$ cat config.mk
export PLATFORM = sky130hd
export DESIGN_NAME = upd_cache_ctrl
export DESIGN_NICKNAME = d
export VERILOG_FILES = /design/src/rtl/upd_cache_pkg.sv /design/src/rtl/upd_cache_store.sv /design/src/rtl/upd_cache_lookup.sv /design/src/rtl/upd_cache_fsm.sv /design/src/rtl/upd_cache_ctrl.sv
export SDC_FILE = /design/constraint.sdc
export NUM_CORES = 1
export LEC_CHECK = 0
export BUFFER_PORTS_ARGS = -buffer_cell sky130_fd_sc_hd__buf_2
export CAP_MARGIN = 0
export CORE_ASPECT_RATIO = 1.2
export CORE_MARGIN = 8
export CORE_UTILIZATION = 40
export CTS_CLUSTER_SIZE = 8
export DETAILED_ROUTE_END_ITERATION = 10
export MAX_ROUTING_LAYER = met4
export PLACE_DENSITY = 0.67
export RECOVER_POWER = 25
export SLEW_MARGIN = 20
export SYNTH_ARGS = -nofsm -noshare
export SYNTH_HDL_FRONTEND = slang
export SYNTH_SLANG_ARGS = --single-unit
$ cat constraint.sdc
create_clock -name clk_i -period 7.3 [get_ports clk_i]
set_clock_uncertainty 0.15 [all_clocks]
set_input_delay 0.365 -clock clk_i [delete_from_list [all_inputs] [get_ports clk_i]]
set_output_delay 0.365 -clock clk_i [all_outputs]
set_load 0.01 [all_outputs]
$ cat src/rtl/upd_cache_pkg.sv
package upd_cache_pkg;
  typedef enum logic [1:0] {
    LS_EXCL   = 2'd0,
    LS_SHARED = 2'd1,
    LS_DIRTY  = 2'd2
  } line_st_e;

  typedef enum logic [1:0] {
    BC_NONE  = 2'd0,
    BC_READ  = 2'd1,
    BC_WTHRU = 2'd2,
    BC_WBACK = 2'd3
  } bus_cmd_e;

  typedef enum logic [2:0] {
    C_IDLE, C_LOOK, C_VICT, C_FILL, C_WTHRU, C_CLEAN, C_DONE
  } ctl_st_e;
endpackage

$ cat src/rtl/upd_cache_store.sv
module upd_cache_store
  import upd_cache_pkg::*;
#(
  parameter int IDX_W  = 4,
  parameter int TAG_W  = 12,
  parameter int DATA_W = 32
) (
  input  logic              clk_i,
  input  logic              rst_ni,
  input  logic [IDX_W-1:0]  rd_idx_i,
  output logic              rd_valid_o,
  output logic [TAG_W-1:0]  rd_tag_o,
  output logic [DATA_W-1:0] rd_data_o,
  output line_st_e          rd_st_o,
  input  logic              wr_en_i,
  input  logic [IDX_W-1:0]  wr_idx_i,
  input  logic [TAG_W-1:0]  wr_tag_i,
  input  logic [DATA_W-1:0] wr_data_i,
  input  line_st_e          wr_st_i
);
  localparam int LINES = 1 << IDX_W;

  logic              valid_q [LINES];
  logic [TAG_W-1:0]  tag_q   [LINES];
  logic [DATA_W-1:0] data_q  [LINES];
  line_st_e          st_q    [LINES];

  always_ff @(posedge clk_i or negedge rst_ni) begin
    if (!rst_ni) begin
      for (int i = 0; i < LINES; i++) begin
        valid_q[i] <= 1'b0;
        tag_q[i]   <= '0;
        data_q[i]  <= '0;
        st_q[i]    <= LS_EXCL;
      end
    end else if (wr_en_i) begin
      valid_q[wr_idx_i] <= 1'b1;
      tag_q[wr_idx_i]   <= wr_tag_i;
      data_q[wr_idx_i]  <= wr_data_i;
      st_q[wr_idx_i]    <= wr_st_i;
    end
  end

  assign rd_valid_o = valid_q[rd_idx_i];
  assign rd_tag_o   = tag_q[rd_idx_i];
  assign rd_data_o  = data_q[rd_idx_i];
  assign rd_st_o    = st_q[rd_idx_i];
endmodule

$ cat src/rtl/upd_cache_lookup.sv
module upd_cache_lookup
  import upd_cache_pkg::*;
#(
  parameter int TAG_W = 12
) (
  input  logic             ent_valid_i,
  input  logic [TAG_W-1:0] ent_tag_i,
  input  line_st_e         ent_st_i,
  input  logic [TAG_W-1:0] req_tag_i,
  output logic             hit_o,
  output logic             vict_dirty_o
);
  logic tag_eq;
  assign tag_eq       = (ent_tag_i == req_tag_i);
  assign hit_o        = ent_valid_i && tag_eq;
  // resident line for another address that must be written back first
  assign vict_dirty_o = ent_valid_i && !tag_eq && (ent_st_i == LS_DIRTY);
endmodule

$ cat src/rtl/upd_cache_fsm.sv
module upd_cache_fsm
  import upd_cache_pkg::*;
#(
  parameter int ADDR_W = 16,
  parameter int IDX_W  = 4,
  parameter int DATA_W = 32,
  localparam int TAG_W = ADDR_W - IDX_W
) (
  input  logic              clk_i,
  input  logic              rst_ni,
  input  logic              req_valid_i,
  input  logic [1:0]        req_op_i,
  input  logic [ADDR_W-1:0] req_addr_i,
  input  logic [DATA_W-1:0] req_wdata_i,
  output logic              req_ready_o,
  output logic [DATA_W-1:0] resp_rdata_o,
  output logic              bus_req_o,
  output logic [1:0]        bus_cmd_o,
  output logic [ADDR_W-1:0] bus_addr_o,
  output logic [DATA_W-1:0] bus_wdata_o,
  input  logic [DATA_W-1:0] bus_rdata_i,
  input  logic              bus_done_i,
  input  logic              shared_i,
  input  logic              hit_i,
  input  logic              vict_dirty_i,
  input  line_st_e          ent_st_i,
  input  logic [TAG_W-1:0]  ent_tag_i,
  input  logic [DATA_W-1:0] ent_data_i,
  output logic [IDX_W-1:0]  idx_o,
  output logic [TAG_W-1:0]  tag_o,
  output logic              wr_en_o,
  output logic [DATA_W-1:0] wr_data_o,
  output line_st_e          wr_st_o
);
  ctl_st_e           st_q, st_d;
  logic [1:0]        op_q;
  logic [ADDR_W-1:0] addr_q;
  logic [DATA_W-1:0] wdata_q;
  logic [DATA_W-1:0] rdata_q, rdata_d;
  bus_cmd_e          cmd;

  logic is_write, is_clean;
  assign is_write = (op_q == 2'd1);
  assign is_clean = op_q[1];
  assign idx_o    = addr_q[IDX_W-1:0];
  assign tag_o    = addr_q[ADDR_W-1:IDX_W];

  always_ff @(posedge clk_i or negedge rst_ni) begin
    if (!rst_ni) begin
      st_q    <= C_IDLE;
      op_q    <= '0;
      addr_q  <= '0;
      wdata_q <= '0;
      rdata_q <= '0;
    end else begin
      st_q    <= st_d;
      rdata_q <= rdata_d;
      if (st_q == C_IDLE && req_valid_i) begin
        op_q    <= req_op_i;
        addr_q  <= req_addr_i;
        wdata_q <= req_wdata_i;
      end
    end
  end

  always_comb begin
    st_d        = st_q;
    rdata_d     = rdata_q;
    wr_en_o     = 1'b0;
    wr_data_o   = ent_data_i;
    wr_st_o     = ent_st_i;
    cmd         = BC_NONE;
    bus_addr_o  = addr_q;
    bus_wdata_o = ent_data_i;
    unique case (st_q)
      C_IDLE: if (req_valid_i) st_d = C_LOOK;
      C_LOOK: begin
        if (is_clean) begin
          st_d = (hit_i && ent_st_i == LS_DIRTY) ? C_CLEAN : C_DONE;
        end else if (hit_i) begin
          if (!is_write) begin
            rdata_d = ent_data_i;
            st_d    = C_DONE;
          end else begin
            wr_en_o   = 1'b1;
            wr_data_o = wdata_q;
            unique case (ent_st_i)
              LS_SHARED: st_d = C_WTHRU;
              LS_EXCL: begin
                wr_st_o = LS_DIRTY;
                st_d    = C_DONE;
              end
              default: st_d = C_DONE;
            endcase
          end
        end else begin
          st_d = vict_dirty_i ? C_VICT : C_FILL;
        end
      end
      C_VICT: begin
        cmd        = BC_WBACK;
        bus_addr_o = {ent_tag_i, idx_o};
        if (bus_done_i) st_d = C_FILL;
      end
      C_FILL: begin
        cmd = BC_READ;
        if (bus_done_i) begin
          wr_en_o = 1'b1;
          if (!is_write) begin
            wr_data_o = bus_rdata_i;
            wr_st_o   = shared_i ? LS_SHARED : LS_EXCL;
            rdata_d   = bus_rdata_i;
            st_d      = C_DONE;
          end else begin
            // fill then write hit: shared copy goes through, else local only
            wr_data_o = wdata_q;
            wr_st_o   = shared_i ? LS_SHARED : LS_DIRTY;
            st_d      = shared_i ? C_WTHRU : C_DONE;
          end
        end
      end
      C_WTHRU: begin
        cmd = BC_WTHRU;
        if (bus_done_i) begin
          wr_en_o = 1'b1;
          wr_st_o = shared_i ? LS_SHARED : LS_EXCL;
          st_d    = C_DONE;
        end
      end
      C_CLEAN: begin
        cmd = BC_WBACK;
        if (bus_done_i) begin
          wr_en_o = 1'b1;
          wr_st_o = LS_EXCL;
          st_d    = C_DONE;
        end
      end
      C_DONE:  st_d = C_IDLE;
      default: st_d = C_IDLE;
    endcase
  end

  assign bus_req_o    = (cmd != BC_NONE);
  assign bus_cmd_o    = cmd;
  assign req_ready_o  = (st_q == C_DONE);
  assign resp_rdata_o = rdata_q;
endmodule

$ cat src/rtl/upd_cache_ctrl.sv
module upd_cache_ctrl
  import upd_cache_pkg::*;
#(
  parameter int ADDR_W = 16,
  parameter int IDX_W  = 4,
  parameter int DATA_W = 32,
  localparam int TAG_W = ADDR_W - IDX_W
) (
  input  logic              clk_i,
  input  logic              rst_ni,
  input  logic              req_valid_i,
  input  logic [1:0]        req_op_i,
  input  logic [ADDR_W-1:0] req_addr_i,
  input  logic [DATA_W-1:0] req_wdata_i,
  output logic              req_ready_o,
  output logic [DATA_W-1:0] resp_rdata_o,
  output logic              bus_req_o,
  output logic [1:0]        bus_cmd_o,
  output logic [ADDR_W-1:0] bus_addr_o,
  output logic [DATA_W-1:0] bus_wdata_o,
  input  logic [DATA_W-1:0] bus_rdata_i,
  input  logic              bus_done_i,
  input  logic              shared_i
);
  logic              ent_valid, hit, vict_dirty, wr_en;
  logic [TAG_W-1:0]  ent_tag, req_tag;
  logic [DATA_W-1:0] ent_data, wr_data;
  logic [IDX_W-1:0]  idx;
  line_st_e          ent_st, wr_st;

  upd_cache_store #(.IDX_W(IDX_W), .TAG_W(TAG_W), .DATA_W(DATA_W)) u_store (
    .clk_i, .rst_ni,
    .rd_idx_i(idx), .rd_valid_o(ent_valid), .rd_tag_o(ent_tag),
    .rd_data_o(ent_data), .rd_st_o(ent_st),
    .wr_en_i(wr_en), .wr_idx_i(idx), .wr_tag_i(req_tag),
    .wr_data_i(wr_data), .wr_st_i(wr_st)
  );

  upd_cache_lookup #(.TAG_W(TAG_W)) u_lookup (
    .ent_valid_i(ent_valid), .ent_tag_i(ent_tag), .ent_st_i(ent_st),
    .req_tag_i(req_tag), .hit_o(hit), .vict_dirty_o(vict_dirty)
  );

  upd_cache_fsm #(.ADDR_W(ADDR_W), .IDX_W(IDX_W), .DATA_W(DATA_W)) u_fsm (
    .clk_i, .rst_ni,
    .req_valid_i, .req_op_i, .req_addr_i, .req_wdata_i,
    .req_ready_o, .resp_rdata_o,
    .bus_req_o, .bus_cmd_o, .bus_addr_o, .bus_wdata_o,
    .bus_rdata_i, .bus_done_i, .shared_i,
    .hit_i(hit), .vict_dirty_i(vict_dirty), .ent_st_i(ent_st),
    .ent_tag_i(ent_tag), .ent_data_i(ent_data),
    .idx_o(idx), .tag_o(req_tag),
    .wr_en_o(wr_en), .wr_data_o(wr_data), .wr_st_o(wr_st)
  );
endmodule

==> summary.md <==
| Metric | Value |
|---|---|
| Drt wl/cell | ~25 um |
| Max-cap viol count | 1 |
| Worst slew pin tran | roughly 5600 ps |
| Slew HR | -272.2% |
| Critical path's top delay family | buffers and inverters |
| Area grow syn2layout | 13.13% |
| Die X | 311.2 um |
| Antenna Violating Nets Remaining | 0 |
| Port bufs | between 150 and 200 |
| Status | finished with violations |
| CTS Sinks | 837 |
| All-Layer GR Usage | between 15 and 20% |
| PostCTS Resize Cnt | 0 |
| Switching part of the total | 35.46% |
| Final Critical Period | approximately 5600 ps |
| Worst Path Required | 6590 ps |
| Htree depth | 3 |
| CP endpoint kind | asynchronous set/reset pin |
| # DRC | 0 |
| Unrepaired setup endpoints after global routing | no |
| Io pins | about 170 |
| CORE AREA | 104,300 um2 |
| Post-CTS Hold Buffers | 82 |
| Clk_lat worst skew | ~700 ps |
| Overflow after GRT | 0 |
| TritonCTS buffer count | 115 |
| Post-Route Setup TNS | 0 ps |
| Peak Freq | about 180 MHz |
| Vias | 24,690 |
| Final net count | slightly above 3,000 |
| Post-Syn Area | 41,820 um2 |
| CTS clock-pin slew for the worst setup and hold paths | 50 ps |
| Post-synth cell types | 69 |
| Initial antenna violation count | 4 |
| FFs w/ async S/R, synth | 100.0% |
| Crit-path max FO | 88 |
| Critical Path Max Stage Delay | 3780 ps |
| Die area | 115,200 um2 |
| Leak pwr | 22.55 nW |
| Sequential fraction of the synthesis area | 50.09% |
| Post-route clock period utilization | approximately three quarters |
| Buffers & Inverters on Critical Path | 2 |
| Crit Path Category | in2async |
| Final core occ | between 40% and 50% |
| # setup viols final | 0 |
| Clk pwr share | 24.2% |
| Final Wtd Congestion | 0.8263 |
| DR pass1 iterations | 7 |
| Mean post-synth cell area | 15.04 um2 |
| Violated checks | capacitance limit, slew limit |
| Final hold viol count | 0 |
| DRT Wirelength | 109,600 um |
| Via/cell ratio | 5.680 |
| Internal power | between 10 and 15 mW |
| Initial Utilization | between 40% and 50% |
| Peak supply drop | 0.3303 mV |
| Syn. warnings | 0 |
| Post-CTS setup buffers | 0 |
| #FFs+latches synth | 837 |
| Cell Pwr Density | 414.8 nW/um2 |
| Vias in the first global route | 26,580 |
| CTS tree | done |
| CP Launch Type | input port |
| CP arrival | just under 5000 ps |
| Comb pwr share | a little under two fifths |
| Fin Hold WS | a little over 60 ps |
| Root buf cell | clkbuf_16 |
| Slowest stage cell, crit path | clkbuf_1 |
| Syn nets | 2,868 |
| Hold Crit Class | in2reg |
| Largest net degree at the start of global routing | ~170 |
| Most common flop cell mapped by yosys | dfrtp_1 |
| First-pass GRT wire length | 170,500 um |
| CP cell instances | dlygate4sd3_1 -> clkbuf_1 |
| Die H | roughly 370 um |
| DP HPWL | 67,250 um |
| Switching power of the nets | 6.958 mW |
| Post-synth EDFFs | 0 |
| First DRT Iteration DRCs | 1,814 |
| Post-Synthesis Cells | 2,781 |
| Seq pwr share | 38.8% |
| Clk buf depth | 3 |
| # rows | 130 |
| Slew Limit Fails | ~90 |
| Share of cells above drive strength 1 | 47.35% |
per-layer routing:
metal,global-route usage (%),part of all wire [%],vias up
li1,-,-,10530
met2,29.94,47,754
met4,5.226,2.1,0
met5,-,0,-
met3,3.754,6.1,157
met1,26.56,45,13250
cells in the mapped netlist (all sizes together), types with 2 or more instances:
| master | number | area [um2] |
|---|---|---|
| mux2i | 55 | 550.5 |
| buf | 178 | 1287 |
| nand4 | 4 | 31.28 |
| nand2b | 22 | 137.6 |
| xor2 | 7 | 68.82 |
| and2 | 4 | 25.02 |
| clkbuf | 86 | 322.8 |
| nor3 | 37 | 185.2 |
| nand3 | 12 | 65.06 |
| nand2 | 82 | 307.8 |
| dfrtp | 837 | 20950 |
| a22o | 6 | 52.55 |
| a21oi | 18 | 90.09 |
| nor4 | 3 | 33.78 |
| a211oi | 35 | 648.1 |
| o31ai | 4 | 35.03 |
| nor2 | 143 | 546.8 |
| o2bb2ai | 16 | 140.1 |
| inv | 4 | 15.01 |
| mux2 | 835 | 10450 |
| nor2b | 10 | 62.56 |
| o22ai | 31 | 193.9 |
| or3 | 34 | 212.7 |
| and3 | 3 | 18.77 |
| o21ai | 49 | 245.2 |
| or3b | 2 | 17.52 |
| a31oi | 3 | 25.02 |
| a22oi | 23 | 172.7 |
| or2 | 3 | 18.77 |
| mux4 | 199 | 4486 |
| o41ai | 2 | 36.29 |
| o21bai | 18 | 247.7 |
area by class of cell:
cell class              instances  area (um2)
diodes                          2       5.005
clock buffers                 121        2900
clock inverters                 8       160.2
fillers                      9023       56960
inverters                       5       18.77
multi-input cells            1675       19330
flip-flops and latches        837       20960
well taps                    1386        1734
repair buffers                313        2196
power groups by stage:
| stage | Clock (mW) | Sequential, mW | Combinational (mW) |
|---|---|---|---|
| 2_1_floorplan | 0 | 6.89 | 5.79 |
| 3_3_place_gp | 0 | 7.59 | 7.16 |
| 6_report | 4.74 | 7.61 | 7.27 |
| 4_1_cts | 4.84 | 7.58 | 7.34 |
| 5_1_grt | 5.04 | 7.82 | 7.81 |
| 3_5_place_dp | 0 | 7.63 | 7.28 |
cells in the final DEF (no fill, tap or decap), types with 4 or more instances in the layout:
master / instances
a211oi_4: 30
a21oi_1: 18
a22o_1: 6
a22oi_1: 23
and2_1: 4
buf_12: 7
buf_2: 137
buf_4: 53
clkbuf_1: 39
clkbuf_16: 115
dfrtp_1: 832
dfrtp_4: 5
dlygate4sd3_1: 82
inv_1: 4
mux2_1: 24
mux2_2: 531
mux2_4: 280
mux2i_1: 55
mux4_2: 198
nand2_1: 81
nand2b_1: 21
nand3_1: 11
nor2_1: 139
nor2b_1: 9
nor3_1: 37
o21ai_0: 49
o21bai_4: 15
o22ai_1: 31
o2bb2ai_1: 16
or3_1: 34
xor2_1: 6
cell families after synthesis:
logic type	synth area share, %
muxes	37.04
DFF	50.09
AOI/OAI and AO/OA	4.755
and+or+nand+nor	4.031
xor gates and xnor gates	0.1855
buffers and inverters	3.896
tightest hold or removal path, cell delays in order:
cell and delay [ps]:
buf_2 180, mux2_2 200, mux2_1 120
sequential cells by signal, summed over array words and instances (netlist names):
signal and cells:
u_fsm.st_q 3, u_store.st_q 32, u_fsm.wdata_q 32, u_store.data_q 512
u_fsm.addr_q 16, u_fsm.resp_rdata_o 32, u_fsm.op_q 2, u_store.tag_q 192
u_store.valid_q 16
metrics by stage:
stage / worst slack, ps / area [um2] / instances / power, mW
after floorplan: 3611 / 41820 / 2781 / 12.68
after global placement: 1843 / 43440 / 4133 / 14.75
after detailed placement: 1817 / 43470 / 4134 / 14.91
after CTS: 1745 / 47350 / 4345 / 19.76
after global routing: 821.3 / 47300 / 4346 / 20.67
final: 1702 / 47310 / 4347 / 19.62
worst paths after layout:
path,cells past startpoint,endpoint,from,slack (ps)
max,2,u_store.data_q[365],rst_ni,1700
min,3,u_fsm.resp_rdata_o[11],bus_rdata_i[11],60
max reg2reg,11,u_store.st_q[9],u_fsm.addr_q[1],1750
min reg2reg,1,u_store.valid_q[0],u_store.valid_q[0],310
max in group clk_i,11,u_store.st_q[9],u_fsm.addr_q[1],1750
min in group asynchronous,2,u_store.tag_q[98],rst_ni,2130
(Power assumes the default switching activity.)
